==> src/rtl/mbx_pkg.sv <==
package mbx_pkg;

    // Which side of the dual-port memory a piece of logic serves.
    typedef enum logic {
        SIDE_LT = 1'b0,
        SIDE_RT = 1'b1
    } side_e;

    // Accepted mailbox events produced by one port's decoder.
    typedef struct packed {
        logic post;   // write landed in the peer's mailbox
        logic fetch;  // read of this port's own mailbox
    } mbx_evt_t;

    // Next-state action on one interrupt flag.
    typedef enum logic [1:0] {
        IRQ_HOLD = 2'd0,
        IRQ_SET  = 2'd1,
        IRQ_CLR  = 2'd2
    } irq_op_e;

    // Bit 0 of a side's mailbox address; every upper bit is one.
    function automatic logic mbox_lsb(input side_e s);
        return (s == SIDE_RT) ? 1'b1 : 1'b0;
    endfunction

    function automatic side_e peer_of(input side_e s);
        return (s == SIDE_RT) ? SIDE_LT : SIDE_RT;
    endfunction

    // A set wins over a simultaneous clear so a new message is kept.
    function automatic irq_op_e resolve_op(input logic set_req, input logic clr_req);
        if (set_req)      return IRQ_SET;
        else if (clr_req) return IRQ_CLR;
        else              return IRQ_HOLD;
    endfunction

endpackage

==> src/rtl/mbx_port_decode.sv <==
module mbx_port_decode
    import mbx_pkg::*;
#(
    parameter int    AW   = 14,
    parameter side_e SIDE = SIDE_LT
) (
    input  logic          sel,
    input  logic          wr,
    input  logic [AW-1:0] addr,
    input  logic          busy,
    output mbx_evt_t      evt
);
    localparam logic [AW-1:0] OWN_ADDR  = {{(AW-1){1'b1}}, mbox_lsb(SIDE)};
    localparam logic [AW-1:0] PEER_ADDR = {{(AW-1){1'b1}}, mbox_lsb(peer_of(SIDE))};

    logic granted;
    logic own_hit;
    logic peer_hit;

    always_comb begin
        granted   = sel & ~busy;
        own_hit   = (addr == OWN_ADDR);
        peer_hit  = (addr == PEER_ADDR);
        evt.post  = granted &  wr & peer_hit;
        evt.fetch = granted & ~wr & own_hit;
    end
endmodule

==> src/rtl/mbx_irq_flag.sv <==
module mbx_irq_flag
    import mbx_pkg::*;
(
    input  logic clk,
    input  logic rst,
    input  logic set_req,
    input  logic clr_req,
    output logic irq_n
);
    irq_op_e op;

    always_comb op = resolve_op(set_req, clr_req);

    always_ff @(posedge clk) begin
        if (rst) begin
            irq_n <= 1'b1;
        end else begin
            unique case (op)
                IRQ_SET: irq_n <= 1'b0;
                IRQ_CLR: irq_n <= 1'b1;
                default: irq_n <= irq_n;
            endcase
        end
    end
endmodule

==> src/rtl/mbx_irq_unit.sv <==
module mbx_irq_unit
    import mbx_pkg::*;
#(
    parameter int AW = 14
) (
    input  logic          clk,
    input  logic          rst,
    input  logic          lt_sel,
    input  logic          lt_wr,
    input  logic [AW-1:0] lt_addr,
    input  logic          lt_busy,
    input  logic          rt_sel,
    input  logic          rt_wr,
    input  logic [AW-1:0] rt_addr,
    input  logic          rt_busy,
    output logic          lt_irq_n,
    output logic          rt_irq_n
);
    localparam int NSIDE = 2;

    logic [NSIDE-1:0]          p_sel;
    logic [NSIDE-1:0]          p_wr;
    logic [NSIDE-1:0][AW-1:0]  p_addr;
    logic [NSIDE-1:0]          p_busy;
    mbx_evt_t [NSIDE-1:0]      p_evt;
    logic [NSIDE-1:0]          p_irq_n;

    always_comb begin
        p_sel [SIDE_LT] = lt_sel;   p_sel [SIDE_RT] = rt_sel;
        p_wr  [SIDE_LT] = lt_wr;    p_wr  [SIDE_RT] = rt_wr;
        p_addr[SIDE_LT] = lt_addr;  p_addr[SIDE_RT] = rt_addr;
        p_busy[SIDE_LT] = lt_busy;  p_busy[SIDE_RT] = rt_busy;
    end

    for (genvar i = 0; i < NSIDE; i++) begin : g_side
        localparam side_e ME   = side_e'(i);
        localparam int    PEER = int'(peer_of(ME));

        mbx_port_decode #(.AW(AW), .SIDE(ME)) u_dec (
            .sel  (p_sel[i]),
            .wr   (p_wr[i]),
            .addr (p_addr[i]),
            .busy (p_busy[i]),
            .evt  (p_evt[i])
        );

        // This side's interrupt is raised by the peer's post and
        // dropped by this side's own fetch.
        mbx_irq_flag u_flag (
            .clk     (clk),
            .rst     (rst),
            .set_req (p_evt[PEER].post),
            .clr_req (p_evt[i].fetch),
            .irq_n   (p_irq_n[i])
        );
    end

    assign lt_irq_n = p_irq_n[SIDE_LT];
    assign rt_irq_n = p_irq_n[SIDE_RT];
endmodule

==> config.mk <==
export PLATFORM = sky130hd
export DESIGN_NAME = mbx_irq_unit
export DESIGN_NICKNAME = d
export VERILOG_FILES = /design/src/rtl/mbx_pkg.sv /design/src/rtl/mbx_port_decode.sv /design/src/rtl/mbx_irq_flag.sv /design/src/rtl/mbx_irq_unit.sv
export SDC_FILE = /design/constraint.sdc
export NUM_CORES = 1
export LEC_CHECK = 0
export BUFFER_PORTS_ARGS = -buffer_cell sky130_fd_sc_hd__buf_2
export CAP_MARGIN = 10
export CORE_AREA = 2 2 39 41
export CTS_BUF_LIST = sky130_fd_sc_hd__clkbuf_8
export DETAILED_ROUTE_END_ITERATION = 7
export DIE_AREA = 0 0 41 43
export SETUP_SLACK_MARGIN = 0.2
export SLEW_MARGIN = 20
export SYNTH_ARGS = -nofsm -noshare
export SYNTH_HDL_FRONTEND = slang
export SYNTH_SLANG_ARGS = --single-unit
==> constraint.sdc <==
create_clock -name clk -period 2.6 [get_ports clk]
set_input_delay 0.26 -clock clk [delete_from_list [all_inputs] [get_ports clk]]
set_output_delay 0.26 -clock clk [all_outputs]
set_load 0.005 [all_outputs]
==> results.json, run 1 <==
{
  "status": "finished clean",
  "fin_setup_tns_ns": 0,
  "clock_latency_ns": 0.21,
  "n_antenna_cell": 0,
  "cts.repair.resized": 0,
  "fin_nets": 99,
  "syn_nets": 57,
  "ys_async_sr_fraction": 0,
  "hpwl_um": 590,
  "synth_edf_count": 0,
  "ys_top_cells_by_area": "dfxtp_1, nand4_1, nor4_2, nor2_1, a311oi_1",
  "via_per_inst": 4.32,
  "total_power_mw": 0.182,
  "die_x_um": 41,
  "core-area_sq_um": 1380,
  "grt_pass1_vias": 315,
  "tightest_slew_ns": 0.383,
  "drtIter0Drc": 5,
  "clk_pin_slew_worst_paths_ns": 0.03,
  "finalMaxSlewViolations": 0,
  "synth_compound_area_frac": 0.175,
  "p_leak_nw": 0.202,
  "synth_common_cells": "nand4_1, nor2_1, dfxtp_1",
  "die_h_um": 43,
  "critical_path_class": "in2reg",
  "cp_max_fo": 2,
  "wirelength_um": 631,
  "yosysMostFrequentCell": "nand4_1",
  "grt_pass1_wl_um": 1060,
  "synth_xor_area_frac": 0,
  "postRouteAntennaNets": 0,
  "hold_viol_final": 0,
  "place.gp.congestion": 0.602,
  "avgSynthCellArea_sq_um": 7.51,
  "drive_gt1_frac": 0.672,
  "final_cells": 77,
  "fmax_ghz": 1.02,
  "cts_tree": "built",
  "grt.overflow.total": 0,
  "post-place-cells": 74,
  "antenna_found_initial": 0,
  "grt_max_degree": 5,
  "cp-start-kind": "input pin",
  "synth_adder_area_share": 0,
  "ys_ff_latch": 2,
  "fin_skew_ns": 0,
  "ios": 38,
  "crit_path_end_kind": "flip-flop",
  "synth_top_family_by_area": "simple AND/OR/NAND/NOR gates",
  "setup_viol": 0,
  "synth_area_sq_um": 158,
  "synth_cell_types": 14,
  "post_cts_buffers": 0,
  "top_register": "g_side.u_flag.irq_n",
  "vias": 333,
  "fin_crit_ns": 0.985,
  "first_pass_iters": 4,
  "fillers": 162,
  "fin_crit_sh": 0.379,
  "whs_path_depth": 2,
  "grtUsageTotal": 0.0891,
  "ir_worst_vdd_uv": 121,
  "yosysTopAreaCellShare": 0.254,
  "synth-seq-area-share": 0.254,
  "cts.path.max_buffers": 2,
  "drcViolationCount": 0,
  "synth_ff_type": "dfxtp_1",
  "cp.arrival_ns": 1.12,
  "cts_made_buffers": 3,
  "io_buffers": 37,
  "r2r_cells": 2,
  "area_growth_pct": 156,
  "maxCapViolations": 0,
  "wl_per_cell_um": 8.19,
  "row_count": 14,
  "powerDensity_nw_per_um2": 451,
  "cts_hold_buf": 0,
  "largest_reg_flops": 2,
  "ys_warn_count": 0,
  "relSlewSlack": 0.743,
  "die_area_sq_um": 1760,
  "cp_data_required_time_ns": 2.73,
  "cts_root_buf": "clkbuf_8",
  "reg2reg_slack_ns": 1.89,
  "initial_core_util": 0.114,
  "clkSinkCount": 2,
  "reg_top3": "g_side.u_flag.irq_n: 2 flops",
  "rsz0062_at_grt": "no",
  "synth_largest_area_cell": "dfxtp_1",
  "synthCells": 21,
  "cts_max_level": 1,
  "hold_class": "in2reg",
  "synthSimpleGateAreaFrac": 0.548,
  "synth_mux_area_frac": 0
}
-- worst paths after layout --
path,startpoint,end
worst max-delay path,lt_busy,g_side[0].u_flag.irq_n$_SDFFE_PP1P_
worst min-delay path,rt_wr,g_side[0].u_flag.irq_n$_SDFFE_PP1P_
worst max register to register,g_side[0].u_flag.irq_n$_SDFFE_PP1P_,g_side[0].u_flag.irq_n$_SDFFE_PP1P_
worst min register to register,g_side[0].u_flag.irq_n$_SDFFE_PP1P_,g_side[0].u_flag.irq_n$_SDFFE_PP1P_
-- worst max-delay path: stages --
cell	delay [ns]
buf_2	0.09
nand4b_1	0.17
nor4_2	0.34
a211oi_1	0.12
a31oi_1	0.14
-- cell usage in the layout, fill, tap and decap left out --
master and count:
a21oi_1 1, buf_2 37, nand3_1 1, nor2_1 3, a211oi_1 1, nand3b_1 1
a31oi_1 1, nand2_1 1, inv_1 1, nand4_1 5, nor4_1 1, clkbuf_8 3
dfxtp_1 2, nor4_2 1, a311oi_1 1, nand4b_1 1
-- metal layers --
layer  vias to the layer above  global-route usage  share of wire
met5                         -                   0              0
met2                        23               0.159           0.51
met4                         0              0.0600              0
li1                        168                   -              -
met3                         0              0.0314           0.12
met1                       142              0.0732           0.37
-- power by group --
part / switching, mW / total [mW] / internal (mW)
clock network: 0.0226 / 0.120 / 0.0977
registers: 0.000000232 / 0.0310 / 0.0310
logic: 0.0101 / 0.0309 / 0.0208
-- final cells by class --
class                   count  area [sq um]  area share
flip-flops and latches      2          40.0      0.0991
well taps                  16          20.0      0.0495
multi-input cells          18           114       0.282
repair buffers             37           185       0.458
clock buffers               3          41.3       0.102
inverters                   1          3.75     0.00929
-- per-stage QoR --
stage | utilization | cell area, sq um | setup slack (ns) | hold WS (ns)
after global placement | 0.262 | 363 | 1.35 | 0.481
after floorplan | - | 158 | 1.58 | 0.368
after CTS | 0.292 | 404 | 1.58 | 0.256
final | 0.292 | 404 | 1.62 | 0.260
after global routing | 0.292 | 404 | 1.43 | 0.258
after detailed placement | 0.262 | 363 | 1.37 | 0.474
-- kinds of logic (layout without fill, tap and decap cells) --
| group | count (synthesis) | in the layout |
|---|---|---|
| AOI/OAI and AO/OA | 4 | 4 |
| buffers and inverters | 1 | 41 |
| DFF | 2 | 2 |
| and+or+nand+nor | 14 | 14 |
Note: power is estimated with default switching activity, not from simulation.
==> run 2, diff against run 1 <==
Settings changed: ABC_AREA set to 1.
Clock period 2.6 ns to 1 ns, I/O delays scaled along.
==> run 2 against run 1 <==
Net effect: worst hold slack lost 0.18 ns; largest power group unchanged; count of clock-buffer cells in the layout is the same; non-clock buffer count is the same.
==> results.json, run 2 <==
{
  "n_antenna_cell": 0,
  "fin_setup_tns_ns": 0,
  "fin_skew_ns": 0,
  "ir_worst_vdd_uv": 883,
  "synth_largest_area_cell": "nand2_1",
  "crit_buf_inv": 1,
  "final_cell_mix": "buf_2, nand2_1, inv_1",
  "fin_crit_sh": 0.731,
  "die_h_um": 43,
  "grtUsageTotal": 0.0901,
  "hold_viol_final": 0,
  "antenna_found_initial": 0,
  "status": "finished clean",
  "ios": 38,
  "cp_slowest_cell": "dfxtp_1",
  "first_pass_iters": 2,
  "place.gp.congestion": 0.615,
  "reg2reg_slack_ns": 0.41,
  "synth_area_sq_um": 225,
  "die_area_sq_um": 1760,
  "tightest_slew_ns": 0.160,
  "combinationalPowerShare": 0.185,
  "synth_cell_types": 11,
  "cp_max_fo": 2,
  "avgSynthCellArea_sq_um": 5.00,
  "fin_crit_ns": 0.731,
  "cp_data_required_time_ns": 0.90,
  "p_leak_nw": 0.289,
  "fillers": 152,
  "p_switching_mw": 0.0886,
  "drcViolationCount": 0,
  "drtIter0Drc": 1,
  "p_int_mw": 0.392,
  "layout_commonest_cell": "buf_2",
  "cts_root_buf": "clkbuf_8",
  "crit-reg2reg-capture": "g_side[0].u_flag.irq_n$_SDFFE_PP1P_",
  "cp-start-kind": "flip-flop",
  "synth-seq-area-share": 0.178,
  "clock_latency_ns": 0.21,
  "initial_core_util": 0.163,
  "seq_power_share": 0.168,
  "synthCells": 45,
  "powerDensity_nw_per_um2": 1020,
  "clkSinkCount": 2,
  "ys_ff_latch": 2,
  "synth_edf_count": 0,
  "maxCapViolations": 0,
  "cts_tree": "built",
  "via_per_inst": 3.94,
  "post_cts_buffers": 0,
  "ys_top_cells_by_area": "nand2_1, dfxtp_1, inv_1, nand4_1, nor2_1",
  "cts.path.max_buffers": 2,
  "fin_nets": 123,
  "row_count": 14,
  "cp.arrival_ns": 0.63,
  "cts_hold_buf": 0,
  "cts_made_buffers": 3,
  "yosysTopAreaCellShare": 0.350,
  "cp.depth": 1,
  "setup_viol": 0,
  "ys_warn_count": 0,
  "cts.repair.resized": 0,
  "sw_frac_of_total": 0.184,
  "cts_max_level": 1,
  "pwr-share-clk": 0.648,
  "postRouteAntennaNets": 0,
  "top_register": "g_side.u_flag.irq_n",
  "vias": 398,
  "whs_path_depth": 3,
  "cpPeakStageDelay_ns": 0.31,
  "area_growth_pct": 109,
  "grt_max_degree": 3,
  "largest_reg_flops": 2,
  "grt_pass1_vias": 318,
  "r2r_cells": 4,
  "wl_per_cell_um": 7.12,
  "reg_top3": "g_side.u_flag.irq_n: 2 flops",
  "utilization": 0.341,
  "timing.rr.start": "g_side[0].u_flag.irq_n$_SDFFE_PP1P_",
  "wirelength_um": 719,
  "grt.overflow.total": 0,
  "hold_start": "rst",
  "clk_pin_slew_worst_paths_ns": 0.03,
  "hold_class": "in2reg",
  "finalMaxSlewViolations": 0,
  "synth_ff_type": "dfxtp_1",
  "ys_async_sr_fraction": 0,
  "min_to": "g_side[0].u_flag.irq_n$_SDFFE_PP1P_",
  "rsz0062_at_grt": "no",
  "synth_common_cells": "nand2_1, inv_1, nor2_1",
  "yosysMostFrequentCell": "nand2_1",
  "fmax_ghz": 1.37,
  "syn_nets": 81,
  "core-area_sq_um": 1380,
  "critical_path_class": "reg2out",
  "critPathTopFamily": "flip-flops",
  "path_cells": "buf_2",
  "grt_pass1_wl_um": 1030,
  "crit_path_end_kind": "output port",
  "drive_gt1_frac": 0.494,
  "hpwl_um": 651,
  "relSlewSlack": 0.893,
  "die_x_um": 41,
  "io_buffers": 37
}
-- run 2: changes by cell type in the layout (fill, tap and decap cells not counted), moves of 2 or more --
cell and delta:
inv_1 +6, nand4_1 -2, nand2_1 +20, nor2_1 +2, nor2_2 +2
-- run 2: area by class of cell --
| class | count | area (sq um) | share of cell area |
|---|---|---|---|
| clock buffers | 3 | 41.3 | 0.0875 |
| inverters | 7 | 26.3 | 0.0557 |
| multi-input cells | 36 | 159 | 0.337 |
| flip-flops and latches | 2 | 40.0 | 0.0849 |
| well taps | 16 | 20.0 | 0.0424 |
| repair buffers | 37 | 185 | 0.393 |
-- run 2: how the worst max path moves through the flow --
| stage | start | to | slack [ns] |
|---|---|---|---|
| 5_1_grt | g_side[0].u_flag.irq_n$_SDFFE_PP1P_ | lt_irq_n | 0.21 |
| 2_1_floorplan | lt_addr[11] | g_side[1].u_flag.irq_n$_SDFFE_PP1P_ | 0.37 |
| 3_3_place_gp | lt_addr[10] | g_side[1].u_flag.irq_n$_SDFFE_PP1P_ | 0.21 |
| 6_report | g_side[0].u_flag.irq_n$_SDFFE_PP1P_ | lt_irq_n | 0.27 |
| 4_1_cts | g_side[0].u_flag.irq_n$_SDFFE_PP1P_ | lt_irq_n | 0.25 |
| 3_5_place_dp | lt_addr[10] | g_side[1].u_flag.irq_n$_SDFFE_PP1P_ | 0.21 |
-- run 2: stage by stage --
step / power [mW] / cells / instance area, sq um / worst slack [ns] / hold WS (ns)
after floorplan: 0.102 / 45 / 225 / 0.367 / 0.204
after global placement: 0.170 / 98 / 430 / 0.214 / 0.299
after detailed placement: 0.171 / 98 / 430 / 0.208 / 0.296
after CTS: 0.494 / 101 / 472 / 0.252 / 0.0786
after global routing: 0.526 / 101 / 472 / 0.214 / 0.0959
final: 0.481 / 101 / 472 / 0.269 / 0.0814
-- run 2: logic make-up after synthesis --
group	share of synthesized area
AND/OR/NAND/NOR	0.706
buffers and inverters	0.117
flip-flops	0.178
-- run 2: power groups by stage --
stage               clock network (mW)  logic, mW  registers [mW]
floorplan                            0     0.0208          0.0814
global route                     0.345      0.101          0.0804
global placement                     0     0.0882          0.0814
CTS                              0.323     0.0902          0.0805
finish                           0.311     0.0889          0.0805
detailed placement                   0     0.0899          0.0814
-- run 2: per-layer routing --
layer / share of wire / global-route usage / vias up
met5: 0 / 0 / -
li1: - / - / 218
met1: 0.34 / 0.0828 / 154
met4: 0 / 0.0600 / 0
met2: 0.47 / 0.144 / 26
met3: 0.18 / 0.0471 / 0
